**src/rtl/osrx_pkg.sv**
```systemverilog
package osrx_pkg;

  typedef enum logic [2:0] {
    ST_IDLE,
    ST_START,
    ST_DATA,
    ST_NINTH,
    ST_STOP
  } rx_state_e;

  // two-of-three vote
  function automatic logic vote3(input logic [2:0] s);
    return (s[0] & s[1]) | (s[0] & s[2]) | (s[1] & s[2]);
  endfunction

  // bit decision: standard mode votes, infrared mode needs two active samples
  // (s holds data levels, oldest in s[2])
  function automatic logic bit_decide(input logic irda, input logic [2:0] s);
    return irda ? (s[1] | s[0]) : vote3(s);
  endfunction

  // zero-based sample index at which a bit is decided
  function automatic int unsigned decide_slot(input logic irda, input int unsigned osr);
    return irda ? 1 : osr / 2;
  endfunction

endpackage

```
**src/rtl/osrx_front.sv**
```systemverilog
module osrx_front #(
  parameter bit IRDA_ACT_HIGH = 1'b0
) (
  input  logic       clk,
  input  logic       rst_n,
  input  logic       tick,
  input  logic       rx_raw,
  input  logic       mode_irda,
  output logic [2:0] hist_now,
  output logic       fall_seen
);

  logic [1:0] sync_q;
  logic [1:0] hist_q;
  logic       level;

  always_ff @(posedge clk or negedge rst_n) begin
    if (!rst_n) begin
      sync_q <= 2'b11;
    end else begin
      sync_q <= {sync_q[0], rx_raw};
    end
  end

  // data level: 1 = mark; an active-high infrared pulse is inverted
  always_comb begin
    if (mode_irda && IRDA_ACT_HIGH) level = ~sync_q[1];
    else                            level = sync_q[1];
  end

  always_ff @(posedge clk or negedge rst_n) begin
    if (!rst_n) begin
      hist_q <= 2'b11;
    end else if (tick) begin
      hist_q <= {hist_q[0], level};
    end
  end

  assign hist_now  = {hist_q, level};
  assign fall_seen = tick & hist_q[0] & ~level;

endmodule

```
**src/rtl/osrx_seq.sv**
```systemverilog
module osrx_seq
  import osrx_pkg::*;
#(
  parameter int OSR    = 16,
  parameter int DATA_W = 8
) (
  input  logic       clk,
  input  logic       rst_n,
  input  logic       tick,
  input  logic       fall_seen,
  input  logic [2:0] hist_now,
  input  logic       cfg_short,
  input  logic       cfg_ninth,
  input  logic       cfg_irda,
  output logic       mode_irda,
  output logic       lat_short,
  output logic       lat_ninth,
  output logic       decide_tick,
  output logic       bit_val,
  output logic       data_take,
  output logic       ninth_take,
  output logic       stop_take,
  output logic       false_start
);

  localparam int CNT_W = $clog2(OSR);
  localparam int BI_W  = (DATA_W > 1) ? $clog2(DATA_W) : 1;
  localparam logic [CNT_W-1:0] CNT_LAST = CNT_W'(OSR - 1);

  rx_state_e        state_q;
  logic [CNT_W-1:0] cnt_q;
  logic [BI_W-1:0]  bidx_q;
  logic             lat_irda_q;
  logic             lat_short_q;
  logic             lat_ninth_q;
  logic             busy;
  logic             bit_end;
  logic [CNT_W-1:0] dec_idx;
  logic [BI_W-1:0]  last_idx;

  assign busy      = (state_q != ST_IDLE);
  assign mode_irda = busy ? lat_irda_q : cfg_irda;
  assign dec_idx   = CNT_W'(decide_slot(lat_irda_q, OSR));
  assign last_idx  = lat_short_q ? BI_W'(DATA_W - 2) : BI_W'(DATA_W - 1);

  assign decide_tick = tick & busy & (cnt_q == dec_idx);
  assign bit_end     = tick & busy & (cnt_q == CNT_LAST);
  assign bit_val     = bit_decide(lat_irda_q, hist_now);

  assign false_start = decide_tick & (state_q == ST_START) & bit_val;
  assign data_take   = decide_tick & (state_q == ST_DATA);
  assign ninth_take  = decide_tick & (state_q == ST_NINTH);
  assign stop_take   = decide_tick & (state_q == ST_STOP);

  assign lat_short = lat_short_q;
  assign lat_ninth = lat_ninth_q;

  always_ff @(posedge clk or negedge rst_n) begin
    if (!rst_n) begin
      state_q     <= ST_IDLE;
      cnt_q       <= '0;
      bidx_q      <= '0;
      lat_irda_q  <= 1'b0;
      lat_short_q <= 1'b0;
      lat_ninth_q <= 1'b0;
    end else if (tick) begin
      if (!busy) begin
        if (fall_seen) begin
          state_q     <= ST_START;
          cnt_q       <= CNT_W'(1);
          lat_irda_q  <= cfg_irda;
          lat_short_q <= cfg_short;
          lat_ninth_q <= cfg_ninth;
        end
      end else begin
        cnt_q <= (cnt_q == CNT_LAST) ? '0 : cnt_q + 1'b1;
        if (false_start || stop_take) begin
          state_q <= ST_IDLE;
        end else if (bit_end) begin
          if (state_q == ST_START) begin
            state_q <= ST_DATA;
            bidx_q  <= '0;
          end else if (state_q == ST_DATA) begin
            if (bidx_q == last_idx) state_q <= lat_ninth_q ? ST_NINTH : ST_STOP;
            else                    bidx_q  <= bidx_q + 1'b1;
          end else if (state_q == ST_NINTH) begin
            state_q <= ST_STOP;
          end
        end
      end
    end
  end

endmodule

```
**src/rtl/osrx_asm.sv**
```systemverilog
module osrx_asm #(
  parameter int DATA_W = 8
) (
  input  logic              clk,
  input  logic              rst_n,
  input  logic              data_take,
  input  logic              ninth_take,
  input  logic              stop_take,
  input  logic              bit_val,
  input  logic              lat_short,
  input  logic              lat_ninth,
  output logic [DATA_W-1:0] word_o,
  output logic              ninth_o,
  output logic              word_valid,
  output logic              frame_err
);

  logic [DATA_W-1:0] sh_q;
  logic              ninth_q;

  // a short word sits in the upper bits of the shifter
  function automatic logic [DATA_W-1:0] align_word(input logic [DATA_W-1:0] s,
                                                   input logic short7);
    return short7 ? {1'b0, s[DATA_W-1:1]} : s;
  endfunction

  always_ff @(posedge clk or negedge rst_n) begin
    if (!rst_n) begin
      sh_q    <= '0;
      ninth_q <= 1'b0;
    end else begin
      if (data_take)  sh_q    <= {bit_val, sh_q[DATA_W-1:1]};
      if (ninth_take) ninth_q <= bit_val;
    end
  end

  always_ff @(posedge clk or negedge rst_n) begin
    if (!rst_n) begin
      word_o     <= '0;
      ninth_o    <= 1'b0;
      word_valid <= 1'b0;
      frame_err  <= 1'b0;
    end else begin
      word_valid <= stop_take;
      if (stop_take) begin
        word_o    <= align_word(sh_q, lat_short);
        ninth_o   <= lat_ninth & ninth_q;
        frame_err <= ~bit_val;
      end
    end
  end

endmodule

```
**src/rtl/oversamp_rx.sv**
```systemverilog
module oversamp_rx #(
  parameter int OSR           = 16,
  parameter int DATA_W        = 8,
  parameter bit IRDA_ACT_HIGH = 1'b0
) (
  input  logic              clk,
  input  logic              rst_n,
  input  logic              tick16,
  input  logic              rx_in,
  input  logic              cfg_short,
  input  logic              cfg_ninth,
  input  logic              cfg_irda,
  output logic [DATA_W-1:0] word_o,
  output logic              ninth_o,
  output logic              word_valid,
  output logic              frame_err
);

  logic [2:0] hist_now;
  logic       fall_seen;
  logic       mode_irda;
  logic       lat_short;
  logic       lat_ninth;
  logic       decide_tick;
  logic       bit_val;
  logic       data_take;
  logic       ninth_take;
  logic       stop_take;
  logic       false_start;

  osrx_front #(
    .IRDA_ACT_HIGH(IRDA_ACT_HIGH)
  ) u_front (
    .clk       (clk),
    .rst_n     (rst_n),
    .tick      (tick16),
    .rx_raw    (rx_in),
    .mode_irda (mode_irda),
    .hist_now  (hist_now),
    .fall_seen (fall_seen)
  );

  osrx_seq #(
    .OSR   (OSR),
    .DATA_W(DATA_W)
  ) u_seq (
    .clk         (clk),
    .rst_n       (rst_n),
    .tick        (tick16),
    .fall_seen   (fall_seen),
    .hist_now    (hist_now),
    .cfg_short   (cfg_short),
    .cfg_ninth   (cfg_ninth),
    .cfg_irda    (cfg_irda),
    .mode_irda   (mode_irda),
    .lat_short   (lat_short),
    .lat_ninth   (lat_ninth),
    .decide_tick (decide_tick),
    .bit_val     (bit_val),
    .data_take   (data_take),
    .ninth_take  (ninth_take),
    .stop_take   (stop_take),
    .false_start (false_start)
  );

  osrx_asm #(
    .DATA_W(DATA_W)
  ) u_asm (
    .clk        (clk),
    .rst_n      (rst_n),
    .data_take  (data_take),
    .ninth_take (ninth_take),
    .stop_take  (stop_take),
    .bit_val    (bit_val),
    .lat_short  (lat_short),
    .lat_ninth  (lat_ninth),
    .word_o     (word_o),
    .ninth_o    (ninth_o),
    .word_valid (word_valid),
    .frame_err  (frame_err)
  );

endmodule

```
**config.mk**
```make
export PLATFORM = sky130hd
export DESIGN_NAME = oversamp_rx
export DESIGN_NICKNAME = d
export VERILOG_FILES = /design/src/rtl/osrx_pkg.sv /design/src/rtl/osrx_front.sv /design/src/rtl/osrx_seq.sv /design/src/rtl/osrx_asm.sv /design/src/rtl/oversamp_rx.sv
export SDC_FILE = /design/constraint.sdc
export NUM_CORES = 1
export LEC_CHECK = 0
export BUFFER_PORTS_ARGS = -buffer_cell sky130_fd_sc_hd__buf_2
export CAP_MARGIN = 20
export CORE_UTILIZATION = 55
export DETAILED_ROUTE_END_ITERATION = 6
export PLACE_DENSITY = 0.86
export SETUP_SLACK_MARGIN = 0.2
export SLEW_MARGIN = 20
export SYNTH_ARGS = -nofsm -noshare
export SYNTH_HDL_FRONTEND = slang
export SYNTH_SLANG_ARGS = --single-unit
```
**constraint.sdc**
```tcl
create_clock -name clk -period 2.75 [get_ports clk]
set_input_delay 0.825 -clock clk [delete_from_list [all_inputs] [get_ports clk]]
set_output_delay 0.825 -clock clk [all_outputs]
set_load 0.01 [all_outputs]
```
==> summary.md <==
| Metric | Value |
|---|---|
| Final hold vios | 0 |
| Critical Path Fanout Max | 6 |
| Multi-input gate area | 728 um^2 |
| Routed wire per std cell | around 15 um |
| Worst skew pair latency | approximately 0.34 ns |
| Library cells used by synthesis | 36 |
| Failing checks | DRC |
| Via count | roughly 1,200 |
| Number of synthesized register bits | 37 |
| Ys Warns | 0 |
| Seq pwr share | 0.535 |
| Clock skew | between 0.008 and 0.009 ns |
| Number of cells upsized or downsized after cts | 0 |
| VDD IR max | 433 uV |
| CTS tree | built |
| Core ar. | 2850 um^2 |
| Chip height | just under 60 um |
| TritonRoute pass-1 iters | 6 |
| First-pass GRT wire length | ~5300 um |
| Critical Path Start | u_seq.cnt_q[0] |
| Internal power | 0.000862 W |
| Buffers on Ports | 17 |
| Status | finished with violations |
| H-tree levels | 2 |
| Period minus WS final | 2.15 ns |
| Die Area | 3330 um^2 |
| Ports | 18 |
| Register area | 931 um^2 |
| Setup TNS | 0 ns |
| FP Rows | 19 |
| Synth Net Count | 164 |
| Number of synthesized flops with an enable pin | 0 |
| Post-Syn Instances | around 160 |
| Share of cells above drive strength 1 | 0.261 |
| Fin nets | 184 |
| Initial DRC Count | 76 |
| CTS root buf | clkbuf_4 |
| Gr usage total | 0.214 |
| Crit path kind | flip-flop to flip-flop |
| Worst slew pin tran | 0.798 ns |
| Fill cells | about 230 |
| Period utilization | 0.781 |
| Synthesized cell area | 1710 um^2 |
| Maximum number of pins on one net before global-route repair | 38 |
| Total Power | 0.00132 W |
| Grt ovf | 0 |
| Max_cap viols | 0 |
| Switching share of power | 0.348 |
| Unrepaired setup endpoints after global routing | false |
| Cts hold-fix bufs | 0 |
| Starting Density | 0.599 |
| Normalized max-slew margin | 0.468 |
| DRT Wirelength | about 3100 um |
| Max Clock Freq | 466 MHz |
| FF-to-FF setup slack | 0.60 ns |
| Setup-failing EPs final | 0 |
| Synthesized area per cell | 11.0 um^2 |
| Asr flop ratio synth | 1.00 |
| Dpl hpwl | 2250 um |
| Seq/Total Area, Yosys | 0.545 |
| Cell area after layout | roughly 1900 um^2 |
| Final Max Slew Viols | 0 |
| Clock Tree Buf Depth | 2 |
| CP arrival | between 2 and 2.5 ns |
| Psw | approximately 0.00046 W |
| Routability Congestion | roughly 0.80 |
| Share of total power in the clock network | 0.208 |
| Fin util | 0.657 |
| Placement Cell Area | 1820 um^2 |
| Sink Count | 37 |
| # DRC | 2 |
| N_diodes | 0 |
| Cells on worst reg2reg path | 5 |
| Via/cell ratio | around 5.9 |
| Ys flop type | dfrtp_1 |
| Worst min path class | flip-flop to flip-flop |
| Vias in the first global route | 1,211 |
| Clock Pin Slew Worst Setup and Hold Paths | 0.11 ns |
| Combinational Power Share | 0.257 |
| CP Launch Type | flip-flop |
| Area Overhead vs Synth | 9.74% |
| Total CTS buffers | 5 |
| Horiz. Die Dim | 57.7 um |
| Initial antenna violation count | 0 |
| Post-DRT Antenna Nets | 0 |
| Worst reg2reg startpoint | u_seq.cnt_q[0] |
| RR Endpoint | u_seq.state_q[0] |
| Nature of the critical path endpoint | flip-flop |
| Worst setup path endpoint | u_seq.state_q[0] |
| Postcts setup bufs | 0 |
| Power Density | 705 nW/um^2 |
| Leakage Power | 0.902 nW |
| Critical path required time | roughly 3.0 ns |
[worst min-delay path by stage]
stage | from | to | slack [ns] | cells past startpoint
2_1_floorplan | u_front.sync_q[0] | u_front.sync_q[1] | 0.35 | 0
3_3_place_gp | u_front.sync_q[0] | u_front.sync_q[1] | 0.35 | 0
3_5_place_dp | u_front.sync_q[0] | u_front.sync_q[1] | 0.35 | 0
4_1_cts | u_front.sync_q[0] | u_front.sync_q[1] | 0.36 | 0
5_1_grt | u_front.sync_q[0] | u_front.sync_q[1] | 0.37 | 0
6_report | u_front.sync_q[0] | u_front.sync_q[1] | 0.36 | 0
[layout make-up]
| cell class | instances | area share |
|---|---|---|
| Clock buffer | 5 | 0.0200 |
| Clock inverter | 3 | 0.00934 |
| Inverter | 6 | 0.0120 |
| Multi-Input combinational cell | 106 | 0.388 |
| Sequential cell | 37 | 0.496 |
| Tap cell | 31 | 0.0207 |
| Timing Repair Buffer | 19 | 0.0534 |
[power groups by stage]
stage          combinational, W  clock [W]  sequential (W)
2_1_floorplan          0.000287          0        0.000673
3_3_place_gp           0.000320          0        0.000708
3_5_place_dp           0.000339          0        0.000715
4_1_cts                0.000339   0.000284        0.000704
5_1_grt                0.000381   0.000301        0.000719
6_report               0.000340   0.000274        0.000708
[flip-flops by register name, summed over array words and instances (netlist names)]
signal	flops
u_seq.state_q	3
u_asm.ninth_o	1
u_asm.word_o	8
u_seq.cnt_q	4
u_asm.sh_q	8
u_seq.lat_ninth	1
u_front.hist_q	2
u_asm.word_valid	1
u_seq.lat_irda_q	1
u_seq.lat_short	1
u_seq.bidx_q	3
u_asm.frame_err	1
u_front.sync_q	2
u_asm.ninth_q	1
[kinds of logic after synthesis]
logic type	Yosys count	share of synthesized area
muxes	20	0.127
and+or+nand+nor	45	0.135
adders and majority gates	2	0.0146
buffers and inverters	12	0.0293
DFF	37	0.545
AOI/OAI and AO/OA	38	0.145
xor gates and xnor gates	1	0.00513
[critical path: stages, from the launching register on]
cell and delay (ns):
dfrtp_1 0.46, or3b_1 0.44, a2111oi_4 0.46, nand3b_1 0.15, a21oi_1 0.20, mux2_2 0.34
[synthesized netlist by cell type, types with 2 or more instances]
library cell | instances | area (um^2)
ha_1 | 2 | 25.0
nand3b_1 | 3 | 22.5
mux2i_1 | 7 | 70.1
or3_1 | 3 | 18.8
dfstp_2 | 4 | 105
a21o_1 | 2 | 15.0
clkbuf_1 | 2 | 7.51
nand2b_1 | 4 | 25.0
o21ai_0 | 18 | 90.1
inv_1 | 6 | 22.5
nand4_1 | 2 | 12.5
dfrtp_1 | 33 | 826
a211o_1 | 2 | 17.5
nor2_1 | 6 | 22.5
nand2_1 | 18 | 67.6
o21ai_1 | 3 | 15.0
nand3_1 | 2 | 10.0
buf_2 | 4 | 20.0
a21oi_1 | 5 | 25.0
mux2_2 | 13 | 146
[metal layers]
layer  part of all wire  GRT usage
met3              0.041     0.0469
met2               0.50      0.380
met1               0.44      0.245
met4              0.023      0.105
met5                  0          0
[cell usage in the layout, fill, tap and decap left out, types with 2 or more instances in the layout]
| cell type | count |
|---|---|
| a211o_1 | 2 |
| a21o_1 | 2 |
| a21oi_1 | 5 |
| buf_2 | 17 |
| buf_4 | 2 |
| clkbuf_4 | 5 |
| clkinv_2 | 2 |
| dfrtp_1 | 33 |
| dfstp_2 | 4 |
| ha_1 | 2 |
| inv_1 | 6 |
| mux2_2 | 13 |
| mux2i_1 | 7 |
| nand2_1 | 18 |
| nand2b_1 | 4 |
| nand3_1 | 2 |
| nand3b_1 | 3 |
| nand4_1 | 2 |
| nor2_1 | 6 |
| o21ai_0 | 18 |
| o21ai_1 | 3 |
| or3_1 | 3 |
[through the flow]
step	worst slack, ns	hold slack (ns)	std cells
6_report	0.603	0.362	207
5_1_grt	0.515	0.370	207
4_1_cts	0.610	0.363	207
3_5_place_dp	0.490	0.348	199
3_3_place_gp	0.543	0.347	199
2_1_floorplan	0.504	0.345	155
(Power assumes the default switching activity.)
